### src/rtl/i2c_devid_pkg.sv
package i2c_devid_pkg;

  localparam int ADDR_W = 7;
  localparam logic [ADDR_W-1:0] DEVID_ADDR = 7'b1111100;

  typedef enum logic [2:0] {
    ST_IDLE,
    ST_RX1,
    ST_RX2,
    ST_TX,
    ST_SKIP
  } eng_state_e;

endpackage

### src/rtl/i2c_line_sampler.sv
module i2c_line_sampler #(
  parameter int SYNC_STAGES = 2
) (
  input  logic clk,
  input  logic rst_n,
  input  logic scl_in,
  input  logic sda_in,
  output logic scl_lvl,
  output logic sda_lvl,
  output logic scl_rise,
  output logic scl_fall,
  output logic start_ev,
  output logic stop_ev
);

  logic [SYNC_STAGES-1:0] scl_sync, sda_sync;
  logic                   scl_prev, sda_prev;

  // synchronizer chains and one history flop per line; the idle bus is high
  always_ff @(posedge clk or negedge rst_n) begin
    if (!rst_n) begin
      scl_sync <= '1;
      sda_sync <= '1;
      scl_prev <= 1'b1;
      sda_prev <= 1'b1;
    end else begin
      scl_sync <= {scl_sync[SYNC_STAGES-2:0], scl_in};
      sda_sync <= {sda_sync[SYNC_STAGES-2:0], sda_in};
      scl_prev <= scl_sync[SYNC_STAGES-1];
      sda_prev <= sda_sync[SYNC_STAGES-1];
    end
  end

  assign scl_lvl  = scl_sync[SYNC_STAGES-1];
  assign sda_lvl  = sda_sync[SYNC_STAGES-1];
  assign scl_rise = scl_lvl & ~scl_prev;
  assign scl_fall = ~scl_lvl & scl_prev;
  // SCL must be high on both sides of the SDA edge
  assign start_ev = scl_lvl & scl_prev & sda_prev & ~sda_lvl;
  assign stop_ev  = scl_lvl & scl_prev & ~sda_prev & sda_lvl;

endmodule

### src/rtl/i2c_devid_engine.sv
module i2c_devid_engine
  import i2c_devid_pkg::*;
#(
  parameter int ID_W = 24
) (
  input  logic              clk,
  input  logic              rst_n,
  input  logic              scl_lvl,
  input  logic              sda_lvl,
  input  logic              scl_rise,
  input  logic              scl_fall,
  input  logic              start_ev,
  input  logic              stop_ev,
  input  logic              devid_en,
  input  logic [ADDR_W-1:0] own_addr,
  input  logic [ID_W-1:0]   ident,
  output logic              sda_low,
  output logic              devid_flag,
  output logic              match_flag,
  output logic              txrdy_flag
);

  localparam int ID_BYTES = ID_W / 8;
  localparam int IDX_W    = (ID_BYTES > 1) ? $clog2(ID_BYTES) : 1;
  localparam logic [IDX_W-1:0] LAST_IDX = IDX_W'(ID_BYTES - 1);

  eng_state_e       state_q, state_n;
  logic [3:0]       bit_q, bit_n;
  logic [7:0]       rx_q, rx_n;
  logic [7:0]       tx_q, tx_n;
  logic [IDX_W-1:0] idx_q, idx_n;
  logic             pend_q, pend_n;
  logic             low_q, low_n;
  logic             devid_q, devid_n;
  logic             match_q, match_n;
  logic             txrdy_q, txrdy_n;

  logic             upd_en;
  logic             is_resv, own_hit, ack_ok;
  logic [ID_W-1:0]  id_shift;
  logic [7:0]       ld_byte;

  assign upd_en   = scl_rise | scl_fall | start_ev | stop_ev;
  assign is_resv  = devid_en && (rx_q[7:1] == DEVID_ADDR);
  assign own_hit  = (rx_q[7:1] == own_addr);
  assign id_shift = ident << (8 * int'(idx_q));
  assign ld_byte  = id_shift[ID_W-1 -: 8];

  always_comb begin
    case (state_q)
      ST_RX1:  ack_ok = is_resv | own_hit;
      ST_RX2:  ack_ok = own_hit;
      default: ack_ok = 1'b0;
    endcase
  end

  always_comb begin
    state_n = state_q;
    bit_n   = bit_q;
    rx_n    = rx_q;
    tx_n    = tx_q;
    idx_n   = idx_q;
    pend_n  = pend_q;
    low_n   = low_q;
    devid_n = devid_q;
    match_n = match_q;
    txrdy_n = txrdy_q;
    if (stop_ev) begin
      state_n = ST_IDLE;
      bit_n   = '0;
      pend_n  = 1'b0;
      low_n   = 1'b0;
      match_n = 1'b0;
      txrdy_n = 1'b0;
    end else if (start_ev) begin
      state_n = ST_RX1;
      bit_n   = '0;
      pend_n  = 1'b0;
      low_n   = 1'b0;
      txrdy_n = 1'b0;
    end else if (scl_rise) begin
      if (state_q == ST_RX1 || state_q == ST_RX2) begin
        if (bit_q < 4'd8) begin
          rx_n  = {rx_q[6:0], sda_lvl};
          bit_n = bit_q + 4'd1;
        end else begin
          // ninth clock: flags follow the received byte
          bit_n   = '0;
          state_n = ST_SKIP;
          if (state_q == ST_RX1) begin
            if (is_resv && !rx_q[0]) begin
              devid_n = 1'b1;
              match_n = 1'b0;
              state_n = ST_RX2;
            end else if (is_resv) begin
              if (match_q) begin
                txrdy_n = 1'b1;
                idx_n   = '0;
                pend_n  = 1'b1;
                state_n = ST_TX;
              end
            end else begin
              if (match_q) devid_n = 1'b0;
              match_n = own_hit;
            end
          end else if (own_hit) begin
            match_n = 1'b1;
          end else begin
            devid_n = 1'b0;
            match_n = 1'b0;
          end
        end
      end else if (state_q == ST_TX) begin
        if (bit_q < 4'd8) begin
          bit_n = bit_q + 4'd1;
        end else begin
          bit_n = '0;
          if (!sda_lvl && idx_q != LAST_IDX) begin
            idx_n  = idx_q + IDX_W'(1);
            pend_n = 1'b1;
          end else begin
            state_n = ST_SKIP;
          end
        end
      end
    end else if (scl_fall) begin
      if (bit_q == 4'd0) begin
        if (pend_q) begin
          tx_n   = ld_byte;
          low_n  = ~ld_byte[7];
          pend_n = 1'b0;
        end else begin
          low_n = 1'b0;
        end
      end else if (state_q == ST_TX) begin
        if (bit_q == 4'd8) begin
          low_n = 1'b0;
        end else begin
          tx_n  = {tx_q[6:0], 1'b0};
          low_n = ~tx_q[6];
        end
      end else if (bit_q == 4'd8) begin
        low_n = ack_ok;
      end
    end
  end

  always_ff @(posedge clk or negedge rst_n) begin
    if (!rst_n) begin
      state_q <= ST_IDLE;
      bit_q   <= '0;
      rx_q    <= '0;
      tx_q    <= '0;
      idx_q   <= '0;
      pend_q  <= 1'b0;
      low_q   <= 1'b0;
      devid_q <= 1'b0;
      match_q <= 1'b0;
      txrdy_q <= 1'b0;
    end else if (upd_en) begin
      state_q <= state_n;
      bit_q   <= bit_n;
      rx_q    <= rx_n;
      tx_q    <= tx_n;
      idx_q   <= idx_n;
      pend_q  <= pend_n;
      low_q   <= low_n;
      devid_q <= devid_n;
      match_q <= match_n;
      txrdy_q <= txrdy_n;
    end
  end

  assign sda_low    = low_q;
  assign devid_flag = devid_q;
  assign match_flag = match_q;
  assign txrdy_flag = txrdy_q;

  p_devid_on_rise_r3: assert property (@(posedge clk) disable iff (!rst_n)
    $rose(devid_q) |-> $past(scl_rise));

  p_txrdy_needs_match_r5: assert property (@(posedge clk) disable iff (!rst_n)
    txrdy_q |-> match_q);

  p_stop_clears_r9: assert property (@(posedge clk) disable iff (!rst_n)
    stop_ev |=> (!match_q && !txrdy_q));

  p_start_releases_r2: assert property (@(posedge clk) disable iff (!rst_n)
    start_ev |=> (!low_q && !txrdy_q));

  p_drive_steady_high_r11: assert property (@(posedge clk) disable iff (!rst_n)
    (scl_lvl && !start_ev && !stop_ev) |=> $stable(low_q));

endmodule

### src/rtl/i2c_devid_target.sv
module i2c_devid_target #(
  parameter int SYNC_STAGES = 2,
  parameter int MFR_W       = 12,
  parameter int PART_W      = 9,
  parameter int REV_W       = 3
) (
  input  logic              clk,
  input  logic              rst_n,
  input  logic              scl_in,
  input  logic              sda_in,
  input  logic              devid_en,
  input  logic [6:0]        own_addr,
  input  logic [MFR_W-1:0]  mfr_id,
  input  logic [PART_W-1:0] part_id,
  input  logic [REV_W-1:0]  rev_id,
  output logic              sda_oe,
  output logic              devid_flag,
  output logic              match_flag,
  output logic              txrdy_flag
);

  localparam int ID_W = MFR_W + PART_W + REV_W;

  logic [1:0] rst_sync;
  logic       rst_int_n;
  logic       scl_lvl, sda_lvl, scl_rise, scl_fall, start_ev, stop_ev;

  // asynchronous assertion, synchronous release
  always_ff @(posedge clk or negedge rst_n) begin
    if (!rst_n) rst_sync <= 2'b00;
    else        rst_sync <= {rst_sync[0], 1'b1};
  end
  assign rst_int_n = rst_sync[1];

  i2c_line_sampler #(
    .SYNC_STAGES(SYNC_STAGES)
  ) u_sampler (
    .clk     (clk),
    .rst_n   (rst_int_n),
    .scl_in  (scl_in),
    .sda_in  (sda_in),
    .scl_lvl (scl_lvl),
    .sda_lvl (sda_lvl),
    .scl_rise(scl_rise),
    .scl_fall(scl_fall),
    .start_ev(start_ev),
    .stop_ev (stop_ev)
  );

  i2c_devid_engine #(
    .ID_W(ID_W)
  ) u_engine (
    .clk       (clk),
    .rst_n     (rst_int_n),
    .scl_lvl   (scl_lvl),
    .sda_lvl   (sda_lvl),
    .scl_rise  (scl_rise),
    .scl_fall  (scl_fall),
    .start_ev  (start_ev),
    .stop_ev   (stop_ev),
    .devid_en  (devid_en),
    .own_addr  (own_addr),
    .ident     ({mfr_id, part_id, rev_id}),
    .sda_low   (sda_oe),
    .devid_flag(devid_flag),
    .match_flag(match_flag),
    .txrdy_flag(txrdy_flag)
  );

endmodule

### config.mk
export PLATFORM = sky130hd
export DESIGN_NAME = i2c_devid_target
export DESIGN_NICKNAME = d
export VERILOG_FILES = /design/src/rtl/i2c_devid_pkg.sv /design/src/rtl/i2c_line_sampler.sv /design/src/rtl/i2c_devid_engine.sv /design/src/rtl/i2c_devid_target.sv
export SDC_FILE = /design/constraint.sdc
export NUM_CORES = 1
export LEC_CHECK = 0
export ABC_AREA = 1
export ABC_CLOCK_PERIOD_IN_PS = 1000
export BUFFER_PORTS_ARGS = -buffer_cell sky130_fd_sc_hd__buf_2
export CORE_MARGIN = 5
export CORE_UTILIZATION = 40
export DETAILED_ROUTE_END_ITERATION = 8
export GPL_ROUTABILITY_DRIVEN = 0
export SETUP_SLACK_MARGIN = 0.5
export SLEW_MARGIN = 30
export SYNTH_ARGS = -nofsm -noshare
export SYNTH_HDL_FRONTEND = slang
export SYNTH_SLANG_ARGS = --single-unit
### constraint.sdc
create_clock -name clk -period 1 [get_ports clk]
set_input_delay 0.1 -clock clk [delete_from_list [all_inputs] [get_ports clk]]
set_output_delay 0.1 -clock clk [all_outputs]
set_load 0.05 [all_outputs]
# --- After elaboration in Yosys (flattened, before gate mapping) ---
# Index checks and enable logic that the tools add are counted.
# Widths: inputs -> output; s select.
word_totals:
  register_bits: 37
  inputBits: 36
  output_inout_bits: 4
  word_cells: 175
op_classes:
  add_sub_neg: 2
  order_cmp: 1
  eq_ne: 30
  shifts: 1
  n_mux: 73
  bitwise_logic: 21
  reduce_logical: 32
op_table:
  columns: ["cell", "count"]
  rows:
  - ["$mux 1", 41]
  - ["$mux 3", 12]
  - ["$ne 5x5->1 const B", 6]
  - ["$mux 7", 4]
  - ["$mux 4", 6]
  - ["$shl 24x5->24", 1]
  - ["$mux 2", 9]
  - ["$reduce_bool 3->1", 6]
  - ["$reduce_and 8->1", 2]
  - ["$ne 2x1->1 const B", 6]
  - ["$reduce_and 6->1", 2]
  - ["$reduce_bool 4->1", 3]
  - ["$reduce_and 11->1", 1]
  - ["$not 1->1", 10]
  - ["$reduce_and 10->1", 1]
  - ["$reduce_bool 2->1", 5]
  - ["$reduce_and 9->1", 1]
  - ["$ne 2x2->1 const B", 4]
  - ["$and 1x1->1", 7]
  - ["$eq 7x7->1", 1]
  - ["$eq 7x7->1 const B", 1]
  - ["$eq 3x2->1 const B", 2]
  - ["$ne 3x1->1 const B", 2]
  - ["$ne 3x3->1 const B", 2]
  - ["other kinds (19)", 25]

# --- Longest topological paths before layout ---
depth:
  ltp_word: 11
  ltp_mapped: 12
  mapped_depth_nobuf: 11

# --- Cells and area by module ---
# Synthesis repeated with hierarchy kept, for this count alone.
hier_totals:
  cells_unflattened: 290
  area_unflattened_um2: 2249.7
by_module_without_submodules:
  columns: ["module", "n_inst", "cells_per_inst", "area_per_inst_um2", "seq_area_each_um2"]
  rows:
  - ["i2c_devid_engine", 1, 270, 1996.9, 725.7]
  - ["i2c_line_sampler", 1, 17, 198.9, 157.7]
  - ["i2c_devid_target", 1, 3, 53.8, 50.0]

# --- Worst setup path after synthesis ---
# Ideal clock, no wire load.
synth_path:
  path_type: "flip-flop to flip-flop"
  start: "reg u_sampler.scl_prev"
  end: "reg u_engine.tx_q[1]"
  setup_ns: 0.123
  t_arrival_ns: 1.599
  required_time_ns: 0.877
  setup_slack_ns: -0.723
  path_stages_with_launch: 10
  n_path_buf: 1
  period_less_slack_ns: 1.723
  path_cell_list: "dfstp_2 inv_1 ha_1 inv_1 o211ai_1 nor3_4 inv_2 buf_6 nand2_1 o21ai_2"
synth_via:
  elab_chain_len: 6
  elab_cells_between_ends: 15
  classes_between: "bitwise: 14; reduce/logical: 1"
synth_lines:
  columns: ["item", "line_no", "rtl"]
  rows:
  - ["from (decl)", "i2c_line_sampler.sv:17", "logic scl_prev, sda_prev;"]
  - ["from (signal assigned)", "i2c_line_sampler.sv:29", "scl_prev <= scl_sync[SYNC_STAGES-1];"]
  - ["$and 1x1->1 / $not 1->1 (equally long branches)", "i2c_line_sampler.sv:39, i2c_line_sampler.sv:40, i2c_line_sampler.sv:36", null]
  - ["$and 1x1->1 (on tied branches)", "i2c_line_sampler.sv:39, i2c_line_sampler.sv:36", null]
  - ["$and 1x1->1 / $or 1x1->1 (equally long branches)", "i2c_line_sampler.sv:39, i2c_devid_engine.sv:43", null]
  - ["$or 1x1->1 (2 in series)", "i2c_devid_engine.sv:43", "assign upd_en = scl_rise | scl_fall | start_ev | stop_ev;"]
  - ["$reduce_and 8->1 (no line) (*)", null, null]
  - ["to (signal assigned)", "i2c_devid_engine.sv:164", "tx_q <= tx_n;"]
  - ["to (decl)", "i2c_devid_engine.sv:30", "logic [7:0] tx_q, tx_n;"]
# Every way passes the cells marked *; elsewhere a longest branch is shown, timed or not.
# A chain may end at the register's enable or synchronous reset.

# --- Worst setup path after layout ---
layout_path:
  start: "reg u_sampler.scl_prev"
  end: "reg u_engine.tx_q[5]"
# The elaborated chain is that of the path after synthesis.

==> results.md <==
* Internal Power at 4720 µW
* Compound-Gate Fraction of Synth Area at 0.136
* Area growth from synthesis to layout at 55.6%
* CP Capture Type: register
* Mapped cell area at 0.00233 mm²
* Ports at 40
* Yosys top cell area share at 0.334
* Post-synth net total at 347
* Status: finished with violations
* CTS root buffer: clkbuf_8
* Synth area leader: dfrtp_1
* Die width at 86.3 µm
* Port Buffers at 39
* Synth Area per Inst at 7.68 µm²
* Psw at 3190 µW
* Final setup violating endpoints at 29
* Top delay family on crit path: flip-flops
* Placed cell area at 0.00307 mm²
* Seq/Total Area, Yosys at 0.401
* Antenna violations before repair at 0
* Critical path class: reg2reg
* Via count at 2,302
* Clock power frac at 0.144
* # rows at 27
* CTS tree: yes
* Nets@finish at 463
* Synth Register Bits at 37
* Mux contribution to synthesized area at 0
* Core area at 0.00557 mm²
* PwrDens at 2190 mW/mm²
* Die area at 0.00744 mm²
* Fin. Hold Viols at 2
* Switching share of power at 0.403
* Synth Area in Simple Gates at 0.339
* Max_cap viols at 0
* Pin count of the biggest net entering global routing at 20
* Total Wirelength at 6260 µm
* Synth area leaders: dfrtp_1 33%, nand2_1 13%, dfstp_2 6.8%
* CP max-delay cell: dfstp_2
* Critical path buffers and inverters at 3
* Main combinational cell family by area after synthesis: simple AND/OR/NAND/NOR gates
* CP Max Fanout at 7
* Fin crit share at 1.73
* CTS Buf Count at 5
* Leak Pwr at 0.00178 µW
* Final period demand of the worst path at 1730 ps
* CTS Hold Buffers Added at 1
* H-Tree Depth at 2
* Clk_skew at 6.25 ps
* First-pass GRT wire length at 10,300 µm
* Hold/Removal Path Class: in2reg
* Post-route design area at 0.00362 mm²
* GRT Total Usage at 0.174
* Critical Path RT at 1170 ps
* DR vias/cell at 4.68
* Post-DP HPWL at 4490 µm
* Unrepaired setup endpoints after global routing: true
* DRC at 1
* Post-Synth XOR/XNOR Area at 0.0113
* Critical path data arrival time at 1900 ps
* Number of diodes at 0
* VDD IR max at 0.00137 V
* CP startpoint kind: register
* Crit-path max cell delay at 590 ps
* Number of global-route vias before repair at 2,284
* Worst setup margin at -728 ps
* Register share of total power at 0.295
* CTS Sinks at 37
* Crit path cell chain: inv_2, ha_4, inv_4, o211ai_1, nor3_4, clkinv_4, nand2_2, o21ai_4
* CTS max path bufs at 2
* Initial Util at 0.417
* Comb pwr share at 0.560
* Share of cells above drive strength 1 at 0.490
* Post-Synth Adder-Cell Area at 0.0430
* Clock transition at path regs at 70 ps
* Synth warn at 0
* Routed len/inst at 12.7 µm
* Slew Viols, Final at 0
* Yosys cell types at 35
* Final Hold Slack at -96.1 ps
* Initial DRC Count at 58
* Drt pass-1 iters at 7
* Final core occ at 0.649
* Fmax at 579 MHz
* Worst-Skew Late Latency at 290 ps
* ANT nets after route at 0
* Cells after synthesis at 303
* Die H at 86.3 µm
* Failing checks: design-rule violations, negative hold slack, negative setup slack
* Overflow left after global routing at 0
## registers in the layout, summed over array words and instances (netlist names), 2 cells and up
signal	cells
rst_sync	2
u_engine.bit_q	4
u_engine.idx_q	2
u_engine.rx_q	8
u_engine.state_q	3
u_engine.tx_q	7
u_sampler.scl_sync	2
u_sampler.sda_sync	2
## synth_stat cells (all sizes together)
master	number
nand4	2
xnor2	3
nand2	90
conb	1
dfrtp	31
ha	8
a21oi	9
nand3b	4
o21ai	42
o21a	1
buf	4
nand3	20
o2bb2ai	1
clkinv	1
or2	1
nor3	3
o211ai	2
nor2	40
inv	32
dfstp	6
nor4	1
o21bai	1
## per-layer routing
metal  GRT usage  part of all wire  vias to the layer above
met5           0                 0                        -
met4      0.0467             0.013                        0
met3      0.0333             0.051                        6
met2       0.287              0.49                       40
met1       0.233              0.45                     1042
li1            -                 -                     1214
## cells by family (layout without fill, tap and decap cells)
family / Yosys count / in the layout
other cells: 1 / 1
xor+xnor: 3 / 3
compound gates: 56 / 56
buf+inv: 37 / 154
flops: 37 / 37
simple gates: 161 / 161
fa+ha+maj: 8 / 8
## power groups by stage
stage / sequential, µW / clock, µW / combinational (µW)
detailed placement: 2310 / 0 / 3720
finish: 2340 / 1140 / 4430
floorplan: 2360 / 0 / 2160
CTS: 2290 / 1190 / 4020
global route: 2400 / 1240 / 4970
global placement: 2300 / 0 / 3670
## placed cells by master, fill, tap and decap left out, drive strengths merged
master         n
a21oi          9
buf          111
clkbuf         7
clkinv         3
conb           1
dfrtp         31
dfstp          6
dlygate4sd3    1
ha             8
inv           32
nand2         90
nand3         20
nand3b         4
nand4          2
nor2          40
nor3           3
nor4           1
o211ai         2
o21a           1
o21ai         42
o21bai         1
o2bb2ai        1
or2            1
xnor2          3
## final timing paths
kind | cells after the start | slack, ps | endpoint | from
max in group asynchronous | 1 | 540 | u_sampler.scl_sync[1] | rst_sync[1]
min in group asynchronous | 2 | 110 | rst_sync[1] | rst_n
worst max register to register | 8 | -730 | u_engine.tx_q[5] | u_sampler.scl_prev
worst min-delay path | 1 | -100 | u_sampler.sda_sync[0] | sda_in
worst min register to register | 1 | 260 | u_engine.tx_q[6] | rst_sync[1]
worst max-delay path | 8 | -730 | u_engine.tx_q[5] | u_sampler.scl_prev
## repair_timing
action                     4_1_cts  5_1_grt
gates resized for setup         40       40
buffers inserted                 6        8
hold endpoints to repair         4        2
setup endpoints to repair       62       46
pin swaps                        6       10
gates cloned                     1        1
## per-stage QoR
step | hold WS (ps) | setup slack, ps | TNS (ps) | std cells | total power (µW)
floorplan | -196 | -583 | -15210 | 303 | 4520
global placement | -114 | -660 | -17590 | 467 | 5970
detailed placement | -114 | -693 | -18430 | 467 | 6030
CTS | -110 | -667 | -17700 | 483 | 7490
global route | -104 | -824 | -21380 | 492 | 8610
finish | -96.1 | -728 | -18910 | 492 | 7910
## cell type report
cell class / count / area (µm²)
Fill cell: 493 / 1950
Multi-Input combinational cell: 229 / 1490
Sequential cell: 37 / 942
Timing Repair Buffer: 112 / 850
Inverter: 33 / 136
Clock buffer: 7 / 96.3
Tap cell: 72 / 90.1
Timing Repair inverter: 1 / 11.3
Clock inverter: 1 / 5.00
(Power assumes the default switching activity.)
